### src/rtl/txg_pkg.sv
package txg_pkg;
    typedef enum logic [1:0] {
        ST_IDLE  = 2'd0,
        ST_ALIGN = 2'd1,
        ST_RUN   = 2'd2
    } txg_state_e;

    // preamble plus inter-frame gap, in bytes
    localparam int WIRE_OVERHEAD_BYTES = 20;
    // size of the integration/sync frame, in bytes
    localparam int SYNC_FRAME_BYTES = 64;
endpackage

### src/rtl/txg_seq.sv
module txg_seq
    import txg_pkg::*;
#(
    parameter int N_SLOTS   = 16,
    parameter int TIME_W    = 16,
    parameter int CYCLE_LEN = 10000,
    localparam int IDX_W    = $clog2(N_SLOTS),
    localparam int CNT_W    = $clog2(N_SLOTS + 1)
) (
    input  logic                      clk,
    input  logic                      rst_n,
    input  logic [TIME_W-1:0]         cyc_time_i,
    input  logic                      synced_i,
    input  logic                      sync_master_i,
    input  logic [CNT_W-1:0]          tab_count_i,
    input  logic [N_SLOTS*TIME_W-1:0] tab_offs_i,
    output logic                      tt_fire_o,
    output logic                      pcf_fire_o,
    output logic [IDX_W-1:0]          slot_o,
    output logic [TIME_W-1:0]         next_off_o,
    output logic                      gated_o
);
    logic [TIME_W-1:0] offs [N_SLOTS];
    txg_state_e        st, st_nx;
    logic [CNT_W-1:0]  ptr;
    logic              at_start;
    logic              have_entry;

    for (genvar k = 0; k < N_SLOTS; k++) begin : g_unpack
        assign offs[k] = tab_offs_i[k*TIME_W +: TIME_W];
    end

    assign at_start   = (cyc_time_i == '0);
    assign have_entry = (ptr < tab_count_i);
    assign slot_o     = ptr[IDX_W-1:0];

    // next-state decode: T_LOCK, T_ALIGN, T_LOSE
    always_comb begin
        st_nx = st;
        unique case (st)
            ST_IDLE:  if (synced_i) st_nx = ST_ALIGN;
            ST_ALIGN: begin
                if (!synced_i)     st_nx = ST_IDLE;
                else if (at_start) st_nx = ST_RUN;
            end
            ST_RUN:   if (!synced_i) st_nx = ST_IDLE;
            default:  st_nx = ST_IDLE;
        endcase
    end

    // state register and entry pointer
    always_ff @(posedge clk) begin
        if (!rst_n) begin
            st  <= ST_IDLE;
            ptr <= '0;
        end else begin
            st <= st_nx;
            if (at_start)       ptr <= '0;
            else if (tt_fire_o) ptr <= ptr + CNT_W'(1);
        end
    end

    // per-state outputs
    always_comb begin
        tt_fire_o  = 1'b0;
        pcf_fire_o = 1'b0;
        gated_o    = 1'b0;
        next_off_o = TIME_W'(CYCLE_LEN);
        unique case (st)
            ST_IDLE: ;
            ST_ALIGN: begin
                gated_o    = synced_i;
                pcf_fire_o = synced_i && sync_master_i && at_start;
            end
            ST_RUN: begin
                gated_o    = synced_i;
                pcf_fire_o = synced_i && sync_master_i && at_start;
                tt_fire_o  = synced_i && have_entry && (cyc_time_i == offs[slot_o]);
                if (have_entry) next_off_o = offs[slot_o];
            end
            default: ;
        endcase
    end

    // running state is only ever entered from a cycle start
    p_align_start_r3: assert property (@(posedge clk) disable iff (!rst_n)
        (st == ST_RUN && $past(st) != ST_RUN) |-> ($past(cyc_time_i) == '0));
endmodule

### src/rtl/txg_admit.sv
module txg_admit
    import txg_pkg::*;
#(
    parameter int LEN_W         = 11,
    parameter int TIME_W        = 16,
    parameter int BITS_PER_UNIT = 100,
    parameter int SLOT_LEN      = 200
) (
    input  logic              clk,
    input  logic              rst_n,
    input  logic              et_pending_i,
    input  logic [LEN_W-1:0]  et_len_i,
    input  logic [TIME_W-1:0] cyc_time_i,
    input  logic [TIME_W-1:0] next_off_i,
    input  logic              gated_i,
    input  logic              tt_fire_i,
    input  logic              pcf_fire_i,
    output logic              et_go_o
);
    localparam int SYNC_UNITS =
        ((SYNC_FRAME_BYTES + WIRE_OVERHEAD_BYTES) * 8 + BITS_PER_UNIT - 1) / BITS_PER_UNIT;

    logic [31:0] dur, gap, busy;
    logic        fits;

    assign dur  = ((32'(et_len_i) + 32'(WIRE_OVERHEAD_BYTES)) * 32'd8
                   + 32'(BITS_PER_UNIT) - 32'd1) / 32'(BITS_PER_UNIT);
    assign gap  = 32'(next_off_i) - 32'(cyc_time_i);
    assign fits = !gated_i || (dur < gap);

    assign et_go_o = et_pending_i && (busy == '0) && !tt_fire_i && !pcf_fire_i && fits;

    always_ff @(posedge clk) begin
        if (!rst_n)              busy <= '0;
        else if (tt_fire_i)      busy <= 32'(SLOT_LEN);
        else if (pcf_fire_i)     busy <= 32'(SYNC_UNITS);
        else if (et_go_o)        busy <= dur;
        else if (busy != '0)     busy <= busy - 32'd1;
    end

    // a release occupies the link, so none follows directly
    p_no_stack_r7: assert property (@(posedge clk) disable iff (!rst_n)
        et_go_o |=> !et_go_o);
endmodule

### src/rtl/txg_sched.sv
module txg_sched
    import txg_pkg::*;
#(
    parameter int N_SLOTS       = 16,
    parameter int TIME_W        = 16,
    parameter int LEN_W         = 11,
    parameter int CYCLE_LEN     = 10000,
    parameter int SLOT_LEN      = 200,
    parameter int BITS_PER_UNIT = 100,
    localparam int IDX_W        = $clog2(N_SLOTS),
    localparam int CNT_W        = $clog2(N_SLOTS + 1)
) (
    input  logic                      clk,
    input  logic                      rst_n,
    input  logic [TIME_W-1:0]         cyc_time_i,
    input  logic                      synced_i,
    input  logic                      sync_master_i,
    input  logic                      et_pending_i,
    input  logic [LEN_W-1:0]          et_len_i,
    input  logic [CNT_W-1:0]          tab_count_i,
    input  logic [N_SLOTS*TIME_W-1:0] tab_offs_i,
    output logic                      tt_dispatch_o,
    output logic [IDX_W-1:0]          tt_slot_o,
    output logic                      sync_frame_o,
    output logic                      et_release_o
);
    logic              tt_fire, pcf_fire, gated, et_go;
    logic [IDX_W-1:0]  slot;
    logic [TIME_W-1:0] next_off;

    txg_seq #(
        .N_SLOTS(N_SLOTS), .TIME_W(TIME_W), .CYCLE_LEN(CYCLE_LEN)
    ) i_seq (
        .clk(clk), .rst_n(rst_n), .cyc_time_i(cyc_time_i),
        .synced_i(synced_i), .sync_master_i(sync_master_i),
        .tab_count_i(tab_count_i), .tab_offs_i(tab_offs_i),
        .tt_fire_o(tt_fire), .pcf_fire_o(pcf_fire), .slot_o(slot),
        .next_off_o(next_off), .gated_o(gated)
    );

    txg_admit #(
        .LEN_W(LEN_W), .TIME_W(TIME_W),
        .BITS_PER_UNIT(BITS_PER_UNIT), .SLOT_LEN(SLOT_LEN)
    ) i_admit (
        .clk(clk), .rst_n(rst_n), .et_pending_i(et_pending_i),
        .et_len_i(et_len_i), .cyc_time_i(cyc_time_i),
        .next_off_i(next_off), .gated_i(gated),
        .tt_fire_i(tt_fire), .pcf_fire_i(pcf_fire), .et_go_o(et_go)
    );

    always_ff @(posedge clk) begin
        if (!rst_n) begin
            tt_dispatch_o <= 1'b0;
            tt_slot_o     <= '0;
            sync_frame_o  <= 1'b0;
            et_release_o  <= 1'b0;
        end else begin
            tt_dispatch_o <= tt_fire;
            if (tt_fire) tt_slot_o <= slot;
            sync_frame_o  <= pcf_fire;
            et_release_o  <= et_go;
        end
    end

    // dispatch and release are exclusive
    p_exclusive_r9: assert property (@(posedge clk) disable iff (!rst_n)
        !(tt_dispatch_o && et_release_o));
    // sync seen low means no dispatch on the next edge
    p_unsync_quiet_r8: assert property (@(posedge clk) disable iff (!rst_n)
        !synced_i |=> !tt_dispatch_o);
    // sync frame only follows a cycle start
    p_sync_at_zero_r5: assert property (@(posedge clk) disable iff (!rst_n)
        sync_frame_o |-> ($past(cyc_time_i) == '0));
    // sync frame only for a master
    p_sync_master_r5: assert property (@(posedge clk) disable iff (!rst_n)
        sync_frame_o |-> $past(sync_master_i));
endmodule

### config.mk
export PLATFORM = sky130hd
export DESIGN_NAME = txg_sched
export DESIGN_NICKNAME = d
export VERILOG_FILES = /design/src/rtl/txg_pkg.sv /design/src/rtl/txg_seq.sv /design/src/rtl/txg_admit.sv /design/src/rtl/txg_sched.sv
export SDC_FILE = /design/constraint.sdc
export NUM_CORES = 1
export LEC_CHECK = 0
export ABC_AREA = 1
export BUFFER_PORTS_ARGS = -buffer_cell sky130_fd_sc_hd__buf_2
export CAP_MARGIN = 30
export CORE_ASPECT_RATIO = 1.1
export CORE_MARGIN = 2
export CORE_UTILIZATION = 50
export DETAILED_ROUTE_END_ITERATION = 10
export PLACE_DENSITY = 0.84
export SETUP_SLACK_MARGIN = 0.1
export SYNTH_ARGS = -nofsm -noshare
export SYNTH_HDL_FRONTEND = slang
export SYNTH_SLANG_ARGS = --single-unit
### constraint.sdc
create_clock -name clk -period 8.9 [get_ports clk]
set_clock_uncertainty 0.2 [all_clocks]
set_input_delay 2.225 -clock clk [delete_from_list [all_inputs] [get_ports clk]]
set_output_delay 2.225 -clock clk [all_outputs]
set_load 0.005 [all_outputs]
==> results of run 1 <==
-- cell usage after synthesis (2+ instances only) --
| library cell | n |
|---|---|
| clkbuf_1 | 52 |
| nand2_4 | 11 |
| nand4_1 | 25 |
| or2_2 | 2 |
| or4_1 | 3 |
| and2_1 | 2 |
| a211oi_1 | 4 |
| o21ai_1 | 9 |
| nor2_2 | 8 |
| inv_1 | 156 |
| clkinv_1 | 2 |
| nand2_1 | 212 |
| nor4_1 | 9 |
| nor2_1 | 244 |
| o211ai_1 | 12 |
| o22ai_1 | 42 |
| dfxtp_1 | 46 |
| a21oi_1 | 37 |
| nand3b_1 | 6 |
| a22o_1 | 16 |
| nand3_1 | 86 |
| xnor2_1 | 11 |
| o221ai_1 | 22 |
| nand4_2 | 3 |
| nor3_1 | 17 |
| nor2_4 | 4 |
| o21bai_1 | 9 |
| nand2_2 | 29 |
| ha_1 | 38 |
| o21ai_0 | 147 |
| inv_2 | 12 |
| nand4_4 | 2 |
| nand3_2 | 3 |
| xor2_1 | 38 |
-- tightest hold or removal path: cells and delay by family, from the launching register on --
family	cells	cell delay, ps
compound gates	1	50
simple gates	1	50
flops	1	320
-- power breakdown --
part           leakage (nW)  internal, mW  switching (mW)
Sequential            0.376         0.244          0.0302
Combinational          4.54         0.479           0.853
Clock                0.0771         0.133          0.0790
-- stage by stage --
step | worst slack, ps | area (µm²) | util (%) | hold WS (ps) | total power [mW]
after detailed placement | 605.0 | 9178 | 61.44 | 244.6 | 1.581
after global routing | 108.1 | 9361 | 62.67 | 300.4 | 2.017
after CTS | 897.7 | 9344 | 62.56 | 262.0 | 1.801
after global placement | 798.8 | 9178 | 61.44 | 237.5 | 1.564
after floorplan | 1433 | 7556 | - | 238.9 | 1.294
final | 842.5 | 9361 | 62.67 | 258.6 | 1.817
-- area by class of cell --
class	instances	area [µm²]	share of cell area, %
multi-input cells	1062	5809	62.06
inverters	170	640.6	6.843
repair buffers	308	1564	16.71
clock buffers	6	128.9	1.377
clock inverters	2	37.54	0.4010
diodes	4	10.01	0.1069
flip-flops and latches	46	925.9	9.890
well taps	196	245.2	2.620
-- path summary, 6_finish.rpt --
check / start / to / slack, ps / depth (start not counted)
worst max register to register: i_seq.ptr[0] / i_admit.busy[0] / 3030 / 29
worst min register to register: tt_slot_o[2] / tt_slot_o[2] / 260 / 2
worst max-delay path: et_len_i[2] / i_admit.busy[3] / 840 / 57
worst min-delay path: tt_slot_o[2] / tt_slot_o[2] / 260 / 2
-- routing by layer --
layer  global-route usage (%)  up-vias  share of wire [%]
li1                         -     4987                  -
met5                        0        -                  0
met2                    59.02      461                 47
met1                    41.48     4487                 40
met4                    12.39        0                4.1
met3                    7.026       84                8.8
-- state kept, by name, summed over array words and instances, names as in the netlist --
register,flops
sync_frame_o,1
et_release_o,1
tt_slot_o,4
i_seq.st,2
i_admit.busy,32
tt_dispatch_o,1
i_seq.ptr,5
-- what timing repair did --
item                                    CTS  global route
resized for setup                         0             2
setup buffers                             0             0
hold buffers                              0             0
endpoints found under the setup margin    0             7
-- cells by family (layout without fill, tap and decap cells) --
| kind of cell | after synthesis | after routing | share of synthesized area [%] |
|---|---|---|---|
| AND/OR/NAND/NOR | 670 | 670 | 40.69 |
| AO/OA/AOI/OAI | 303 | 303 | 23.81 |
| buffers and inverters | 222 | 486 | 11.03 |
| XOR/XNOR | 49 | 49 | 5.680 |
| flip-flops | 46 | 46 | 12.19 |
| adder cells (fa/ha/maj) | 39 | 39 | 6.557 |
| other | 1 | 5 | 0.04963 |
==> impl_metrics.py, run 1 <==
metrics = {
    "layout": {
        "final_common_cell": "buf_2",
        "syn_to_final_growth_pct": 23.89,
        "n_fill_cell": 1500,
        "final_cells": 1794,
        "drive_above_1_share_pct": 25.03,
        "mostFrequentLayoutCells": "299 x buf_2, 243 x nor2_1, 212 x nand2_1",
        "final_nets": 1925,
    },
    "worst_setup_path": {
        "worstSetupStartpointType": "input pin",
        "cp-end-kind": "flip-flop",
        "cp.required_ps": 8870,
        "cpLargestDelayFamily": "simple AND/OR/NAND/NOR gates",
        "crit_buf_inv": 5,
        "critPathSlowestCell": "ha_1",
        "crit_path_frequent_cell": "nand2_1",
        "cpPeakStageDelay_ps": 300,
        "crit_type": "input pin to flip-flop",
        "cp_max_fo": 8,
        "worstPathArrival_ps": 8030,
    },
    "global_routing": {
        "antenna_found_initial": 6,
        "grt_pass1_wl_mm": 44.37,
        "grt_remaining_overflow": 0,
        "grt_pass1_vias": 9191,
        "grt_max_degree": 95,
        "track_usage_pct": 34.13,
    },
    "drt": {
        "routed_via_density": 5.585,
        "wl_per_cell_um": 15.84,
        "ant_nets": 0,
        "drt-pass1-iter-count": 6,
        "routed-via-count": 10019,
        "wl_mm": 28.42,
        "drc": 0,
        "drt_iter0_drc": 817,
    },
    "synthesis": {
        "synth.distinct_cells": 45,
        "synthCells": 1330,
        "seq_area_frac_synth_pct": 12.19,
        "synth_top_area_share_pct": 12.19,
        "syn_area_um2": 7556,
        "ys_async_sr_fraction_pct": 0,
        "synth_edf_count": 0,
        "ys_warn_count": 0,
        "yosys-top-cells-area": "dfxtp_1 12%, nor2_1 12%, nand2_1 11%",
        "avgSynthCellArea_um2": 5.681,
        "synth_seq_cells": 46,
        "synth_ff_type": "dfxtp_1",
        "yosysTopAreaCell": "dfxtp_1",
        "syn_nets": 1662,
    },
    "floorplanning": {
        "die_area_um2": 16110,
        "start_util_pct": 50.59,
        "die_width_um": 121.2,
        "io_pins": 300,
        "die_y_um": 132.9,
        "core_region_area_um2": 14940,
        "core.rowCount": 47,
    },
    "clock_network": {
        "cts_tree": "yes",
        "root_buffer": "clkbuf_16",
        "h-tree-depth": 2,
        "numCtsBuffers": 5,
        "clockBufferDepth": 2,
        "clock_latency_ps": 290,
        "clock-sinks": 46,
        "clkTransAtPathRegs_ps": 60,
    },
    "sta": {
        "period_minus_slack_ps": 8057,
        "hold_violations": 0,
        "finalSetupViolations": 0,
        "rsz0062_at_grt": "no",
        "fin_crit_sh_pct": 90.53,
        "fmax_ghz": 0.1241,
        "worst_pin_slew_ps": 876.2,
        "slew_headroom_pct": 41.44,
        "maxSlewViolCount": 0,
        "fin_setup_tns_ps": 0,
    },
    "placed_design": {
        "gp_congestion": 0.9672,
        "hpwl_mm": 22.92,
        "numPortBuffers": 299,
        "post-place-cells": 1782,
    },
    "min_path": {
        "min_path_type": "flip-flop to flip-flop",
    },
    "power_and_ir_drop": {
        "powerDensity_nw_per_um2": 194.1,
        "p_leak_nw": 4.989,
        "ir_drop_mv": 0.1422,
    },
    "outcome": {
        "status": "finished clean",
    },
    "run": {
        "max_cap_violations": 0,
    },
}
Power figures use the tool's default switching activity.
==> inputs of run 2 (changes only) <==
Settings changed: PLACE_DENSITY 0.84 to 0.82, SYNTH_HIERARCHICAL from default to 1.
==> run 2 against run 1 <==
  * Sequential power is 11% higher
  * Count of clock-buffer cells in the layout is 1 lower
  * Synthesized cell count is 27% higher
  * Utilization is 1.9 points lower
  * Wire length is 1.8% higher
  * Synthesized area is 17% higher
  * Register-to-register slack worse by 340 ps
  * Total power is 6.0% higher
  * Sequential cell count stayed put
  * Sequential share of layout area is 1.0 points lower
  * Fmax hardly changed
  * Worst hold slack better by 12 ps
==> impl_metrics.py, run 2 <==
metrics = {
    "outcome": {
        "status": "finished clean",
    },
    "run": {
        "max_cap_violations": 0,
    },
    "global_routing": {
        "antenna_found_initial": 4,
        "grt_max_degree": 85,
        "grt_pass1_vias": 9865,
        "grt_pass1_wl_mm": 45.87,
        "track_usage_pct": 30.16,
        "grt_remaining_overflow": 0,
    },
    "clock_network": {
        "clkTransAtPathRegs_ps": 70,
        "clockBufferDepth": 2,
        "h-tree-depth": 2,
        "cts_tree": "yes",
        "clock-sinks": 46,
        "clock_latency_ps": 280,
        "numCtsBuffers": 5,
        "root_buffer": "clkbuf_16",
    },
    "synthesis": {
        "syn_nets": 2020,
        "avgSynthCellArea_um2": 5.231,
        "synth_ff_type": "dfxtp_1",
        "syn_area_um2": 8830,
        "seq_area_frac_synth_pct": 10.43,
        "synth_seq_cells": 46,
        "synth_edf_count": 0,
        "synth.distinct_cells": 44,
        "synth_top_area_share_pct": 22.62,
        "ys_async_sr_fraction_pct": 0,
        "synthCells": 1688,
        "synth_commonest_cells": "532 x nand2_1, 269 x inv_1, 206 x nor2_1",
        "ys_warn_count": 6,
        "yosysTopAreaCell": "nand2_1",
        "yosys-top-cells-area": "nand2_1 23%, inv_1 11%, dfxtp_1 10%",
        "synth.most_common_cell": "nand2_1",
    },
    "layout": {
        "final_nets": 2273,
        "syn_to_final_growth_pct": 17.94,
        "n_fill_cell": 1810,
        "design_area_um2": 10410,
        "top_register": "i_admit/busy",
        "largest_reg_flops": 32,
        "final_common_cell": "nand2_1",
        "largest_registers": "i_admit/busy: 32 flops, i_seq/ptr: 5 flops, tt_slot_o: 4 flops",
        "drive_above_1_share_pct": 22.09,
        "mostFrequentLayoutCells": "531 x nand2_1, 298 x buf_2, 269 x inv_1",
    },
    "placed_design": {
        "hpwl_mm": 23.55,
        "gp_congestion": 0.9618,
        "placed_area_um2": 10230,
        "numPortBuffers": 299,
        "preCtsSetupSlack_ps": 529.8,
    },
    "floorplanning": {
        "die_y_um": 143.4,
        "die_area_um2": 18740,
        "start_util_pct": 51.51,
        "die_width_um": 130.7,
        "core_region_area_um2": 17140,
        "core.rowCount": 50,
        "io_pins": 300,
    },
    "drt": {
        "drt-pass1-iter-count": 5,
        "drc": 0,
        "routed_via_density": 5.097,
        "routed-via-count": 11106,
        "ant_nets": 0,
        "wl_mm": 28.93,
        "wl_per_cell_um": 13.28,
        "drt_iter0_drc": 797,
    },
    "worst_setup_path": {
        "cpPeakStageDelay_ps": 280,
        "cpLargestDelayFamily": "simple AND/OR/NAND/NOR gates",
        "critPathSlowestCell": "ha_1",
        "cp-end-kind": "flip-flop",
        "worstSetupStartpointType": "input pin",
        "cp.required_ps": 8880,
        "cp_max_fo": 10,
        "worstPathArrival_ps": 8040,
        "crit_type": "input pin to flip-flop",
        "crit_buf_inv": 8,
        "crit_path_frequent_cell": "nand2_1",
    },
    "power_and_ir_drop": {
        "p_clk_share_pct": 9.5,
        "ir_drop_mv": 0.1418,
        "p_sw_mw": 1.046,
        "powerDensity_nw_per_um2": 185.0,
        "p_leak_nw": 6.347,
        "switching_share_pct": 54.29,
        "share_comb_of_total_power_pct": 74.7,
        "internal_power_uw": 880.8,
        "pwr-share-seq_pct": 15.8,
    },
    "sta": {
        "fin_setup_tns_ps": 0,
        "worst_pin_slew_ps": 786.0,
        "setup_ws_ps": 836.4,
        "period_minus_slack_ps": 8064,
        "hold_violations": 0,
        "maxSlewViolCount": 0,
        "rsz0062_at_grt": "no",
        "finalHoldWorstSlack_ps": 270.6,
        "fin_crit_sh_pct": 90.60,
        "fmax_ghz": 0.1240,
        "finalSetupViolations": 0,
        "slew_headroom_pct": 47.60,
    },
    "min_path": {
        "min_path_type": "flip-flop to flip-flop",
    },
}
==> run 2: changes by cell type after synthesis, moves of 17 or more <==
cell and change:
o21ai_0 -109, buf_2 +17, nor2_1 -38, nand2_1 +320
o221ai_1 -22, nand3_1 +96, clkbuf_1 -43, inv_1 +113
inv_2 +18, o22ai_1 -42, o21ai_1 +37, buf_6 +17
==> run 2: worst paths after layout <==
kind                startpoint               to  slack, ps  cells after the start
setup / recovery   et_len_i[2]  i_admit/busy[7]        840                     62
hold / removal    tt_slot_o[0]     tt_slot_o[0]        270                      2
setup reg to reg  i_seq/ptr[0]  i_admit/busy[7]       2690                     35
hold reg to reg   tt_slot_o[0]     tt_slot_o[0]        270                      2
==> run 2: layout make-up <==
class,count,area (µm²),share of cell area [%]
antenna,3,7.507,0.07209
clock buffer,5,125.1,1.201
clock inverter,3,21.27,0.2043
inverter,305,1152,11.07
multi-input combinational,1278,6345,60.93
sequential,46,925.9,8.891
tap,234,292.8,2.811
timing repair buffer,305,1544,14.83
==> run 2: per-stage QoR <==
step	total power [mW]	utilization, %	instances
floorplan	1.406	-	1688
global placement	1.673	59.69	2167
detailed placement	1.714	59.69	2167
CTS	1.905	60.54	2175
global route	2.149	60.74	2178
finish	1.927	60.75	2179
==> run 2: cells by family after synthesis <==
family / share of synthesized area (%)
fa+ha+maj: 5.612
compound gates: 9.891
other cells: 0.04247
simple gates: 52.33
buf+inv: 17.93
flops: 10.43
xor+xnor: 3.769
==> run 2: power by group through the flow <==
stage / sequential, mW / combinational, mW / clock [mW]
finish: 0.305 / 1.44 / 0.184
global route: 0.311 / 1.64 / 0.197
CTS: 0.304 / 1.42 / 0.186
detailed placement: 0.307 / 1.41 / 0
global placement: 0.307 / 1.37 / 0
floorplan: 0.296 / 1.11 / 0
==> run 2: worst reg2reg max path: cells and delay by family (launching register included) <==
kind	cells	cell delay (ps)
AO/OA/AOI/OAI	12	2030
buffers and inverters	7	1590
flip-flops	1	510
AND/OR/NAND/NOR	14	1420
adder cells (fa/ha/maj)	2	380
==> run 2: per-layer routing <==
| metal | routed length, µm | global-route usage [%] |
|---|---|---|
| met3 | 1990 | 4.133 |
| met1 | 12550 | 38.66 |
| met4 | 912 | 8.847 |
| met5 | 13 | 0 |
| met2 | 13460 | 52.41 |
==> run 2: repair_timing <==
item	in CTS	in global routing
hold buffers	0	0
gates resized for setup	0	6
setup endpoints to repair	0	9
setup buffers	0	1
==> inputs of run 3 (changes only) <==
Settings changed: BUFFER_PORTS_ARGS -buffer_cell sky130_fd_sc_hd__buf_2 to default, DONT_BUFFER_PORTS from default to 1, PLACE_DENSITY 0.82 to 0.67.
Clock period 8.9 ns to 9 ns, I/O delays scaled along.
==> run 3 against run 2 <==
  * Sequential power decreased by 2%
  * Combinational power is 8% lower
  * Worst setup slack improved by 330 ps
  * Final cell count down 14%
  * Wire length fell by 7.0%
  * Worst hold slack better by 17 ps
  * First-iteration DRC count decreased by 21%
  * Register-to-register slack better by 220 ps
  * Global-route usage shrank 2.4 points
  * Count of clock-buffer cells in the layout rose by 2
  * Largest cell class unchanged
  * Largest power group unchanged
  * Highest routed layer is now met4
==> impl_metrics.py, run 3 (synthesized netlist as in run 2, its figures left out) <==
metrics = {
    "power_and_ir_drop": {
        "ir_drop_mv": 0.1323,
        "p_leak_nw": 5.164,
        "powerDensity_nw_per_um2": 205.8,
    },
    "global_routing": {
        "antenna_found_initial": 2,
        "grt_pass1_vias": 8864,
        "track_usage_pct": 27.79,
        "grt_pass1_wl_mm": 42.22,
        "grt_remaining_overflow": 0,
        "grt_max_degree": 86,
    },
    "layout": {
        "largest_reg_flops": 32,
        "drive_above_1_share_pct": 7.552,
        "top_register": "i_admit/busy",
        "largest_registers": "i_admit/busy: 32 flops, i_seq/ptr: 5 flops, tt_slot_o: 4 flops",
        "design_area_um2": 8912,
        "final_common_cell": "nand2_1",
        "mostFrequentLayoutCells": "532 x nand2_1, 269 x inv_1, 206 x nor2_1",
        "final_cells": 1878,
        "syn_to_final_growth_pct": 0.9353,
        "final_nets": 1973,
    },
    "sta": {
        "slew_headroom_pct": 48.43,
        "period_minus_slack_ps": 7836,
        "maxSlewViolCount": 0,
        "fin_setup_tns_ps": 0,
        "hold_violations": 0,
        "fmax_ghz": 0.1276,
        "finalSetupViolations": 0,
        "worst_pin_slew_ps": 773.6,
        "rsz0062_at_grt": "no",
        "fin_crit_sh_pct": 87.06,
    },
    "floorplanning": {
        "core.rowCount": 50,
        "die_y_um": 143.4,
        "io_pins": 300,
        "die_area_um2": 18740,
        "die_width_um": 130.7,
        "core_region_area_um2": 17140,
        "start_util_pct": 51.51,
    },
    "min_path": {
        "min_path_type": "flip-flop to flip-flop",
        "hold_path_startpoint": "tt_slot_o[0]",
    },
    "worst_setup_path": {
        "cpPeakStageDelay_ps": 280,
        "crit_type": "input pin to flip-flop",
        "cp.required_ps": 8970,
        "critPathLaunch": "et_len_i[2]",
        "critPathSlowestCell": "ha_1",
        "r2r-start": "i_seq/ptr[0]",
        "cpLargestDelayFamily": "simple AND/OR/NAND/NOR gates",
        "cp_max_fo": 10,
        "crit_path_frequent_cell": "nand2_1",
        "worstPathArrival_ps": 7810,
        "cp-end-kind": "flip-flop",
        "crit_buf_inv": 6,
        "worstSetupStartpointType": "input pin",
    },
    "run": {
        "max_cap_violations": 0,
    },
    "outcome": {
        "status": "finished clean",
    },
    "drt": {
        "ant_nets": 0,
        "drt_iter0_drc": 629,
        "drc": 0,
        "routed_via_density": 5.252,
        "wl_mm": 26.92,
        "drt-pass1-iter-count": 8,
        "wl_per_cell_um": 14.33,
        "routed-via-count": 9864,
    },
    "clock_network": {
        "clkTransAtPathRegs_ps": 60,
        "cts_tree": "yes",
        "holdBufCountCts": 0,
        "clock-sinks": 46,
        "clockBufferDepth": 2,
        "cts-resized-gates": 0,
        "h-tree-depth": 2,
        "cts_setup_buffers": 0,
        "root_buffer": "clkbuf_16",
        "numCtsBuffers": 5,
        "clock_latency_ps": 290,
    },
    "placed_design": {
        "placed_area_um2": 8735,
        "numPortBuffers": 0,
        "hpwl_mm": 22.21,
        "gp_congestion": 0.9670,
        "post-place-cells": 1868,
    },
}
==> run 3: cell count changes in the layout (fill, tap and decap cells not counted), sizes merged <==
cell      change
clkbuf        +1
buf         -299
clkinv        -2
bufinv        +1
clkinvlp      -1
diode         -1
==> run 3: path summary, 6_finish.rpt <==
path / to / slack, ps / cells after the start
setup reg to reg: i_admit/busy[3] / 2910 / 34
hold / removal: tt_slot_o[0] / 290 / 2
setup / recovery: i_admit/busy[3] / 1160 / 52
hold reg to reg: tt_slot_o[0] / 290 / 2
==> run 3: layout make-up <==
type | count | area [µm²]
fill | 1902 | 8229
multi-input combinational | 1278 | 6326
inverter | 305 | 1152
sequential | 46 | 925.9
tap | 234 | 292.8
clock buffer | 7 | 142.6
timing repair buffer | 5 | 37.54
clock inverter | 1 | 30.03
antenna | 2 | 5.005
==> run 3: worst reg2reg max path: cells and delay by family (launching register included) <==
kind | cells | cell delay [ps]
AO/OA/AOI/OAI | 13 | 2120
adder cells (fa/ha/maj) | 2 | 380
buffers and inverters | 6 | 1040
flip-flops | 1 | 710
AND/OR/NAND/NOR | 13 | 1510
==> run 3: through the flow <==
| step | utilization [%] | power [mW] | hold slack, ps | worst slack (ps) |
|---|---|---|---|---|
| CTS | 51.96 | 1.834 | 286.8 | 1155 |
| global route | 51.99 | 2.066 | 321.8 | 398.1 |
| floorplan | - | 1.390 | 254.2 | 1341 |
| global placement | 50.96 | 1.596 | 275.4 | 1073 |
| detailed placement | 50.96 | 1.613 | 279.1 | 858.9 |
| finish | 51.99 | 1.834 | 287.3 | 1164 |
==> run 3: routing by layer <==
metal / share of wire (%) / up-vias / wire length [µm] / GRT usage (%)
met4: 3.0 / 0 / 807 / 7.615
li1: - / 5117 / - / -
met3: 6.9 / 52 / 1856 / 5.026
met2: 46 / 343 / 12260 / 47.53
met5: 0 / - / 0 / 0
met1: 45 / 4352 / 12000 / 35.72
==> run 3: where the power goes <==
| group | internal, mW | switching [mW] | leakage [nW] |
|---|---|---|---|
| clock | 0.139 | 0.0745 | 0.0841 |
| combinational | 0.466 | 0.854 | 4.70 |
| sequential | 0.254 | 0.0458 | 0.376 |
| total | 0.859 | 0.975 | 5.16 |
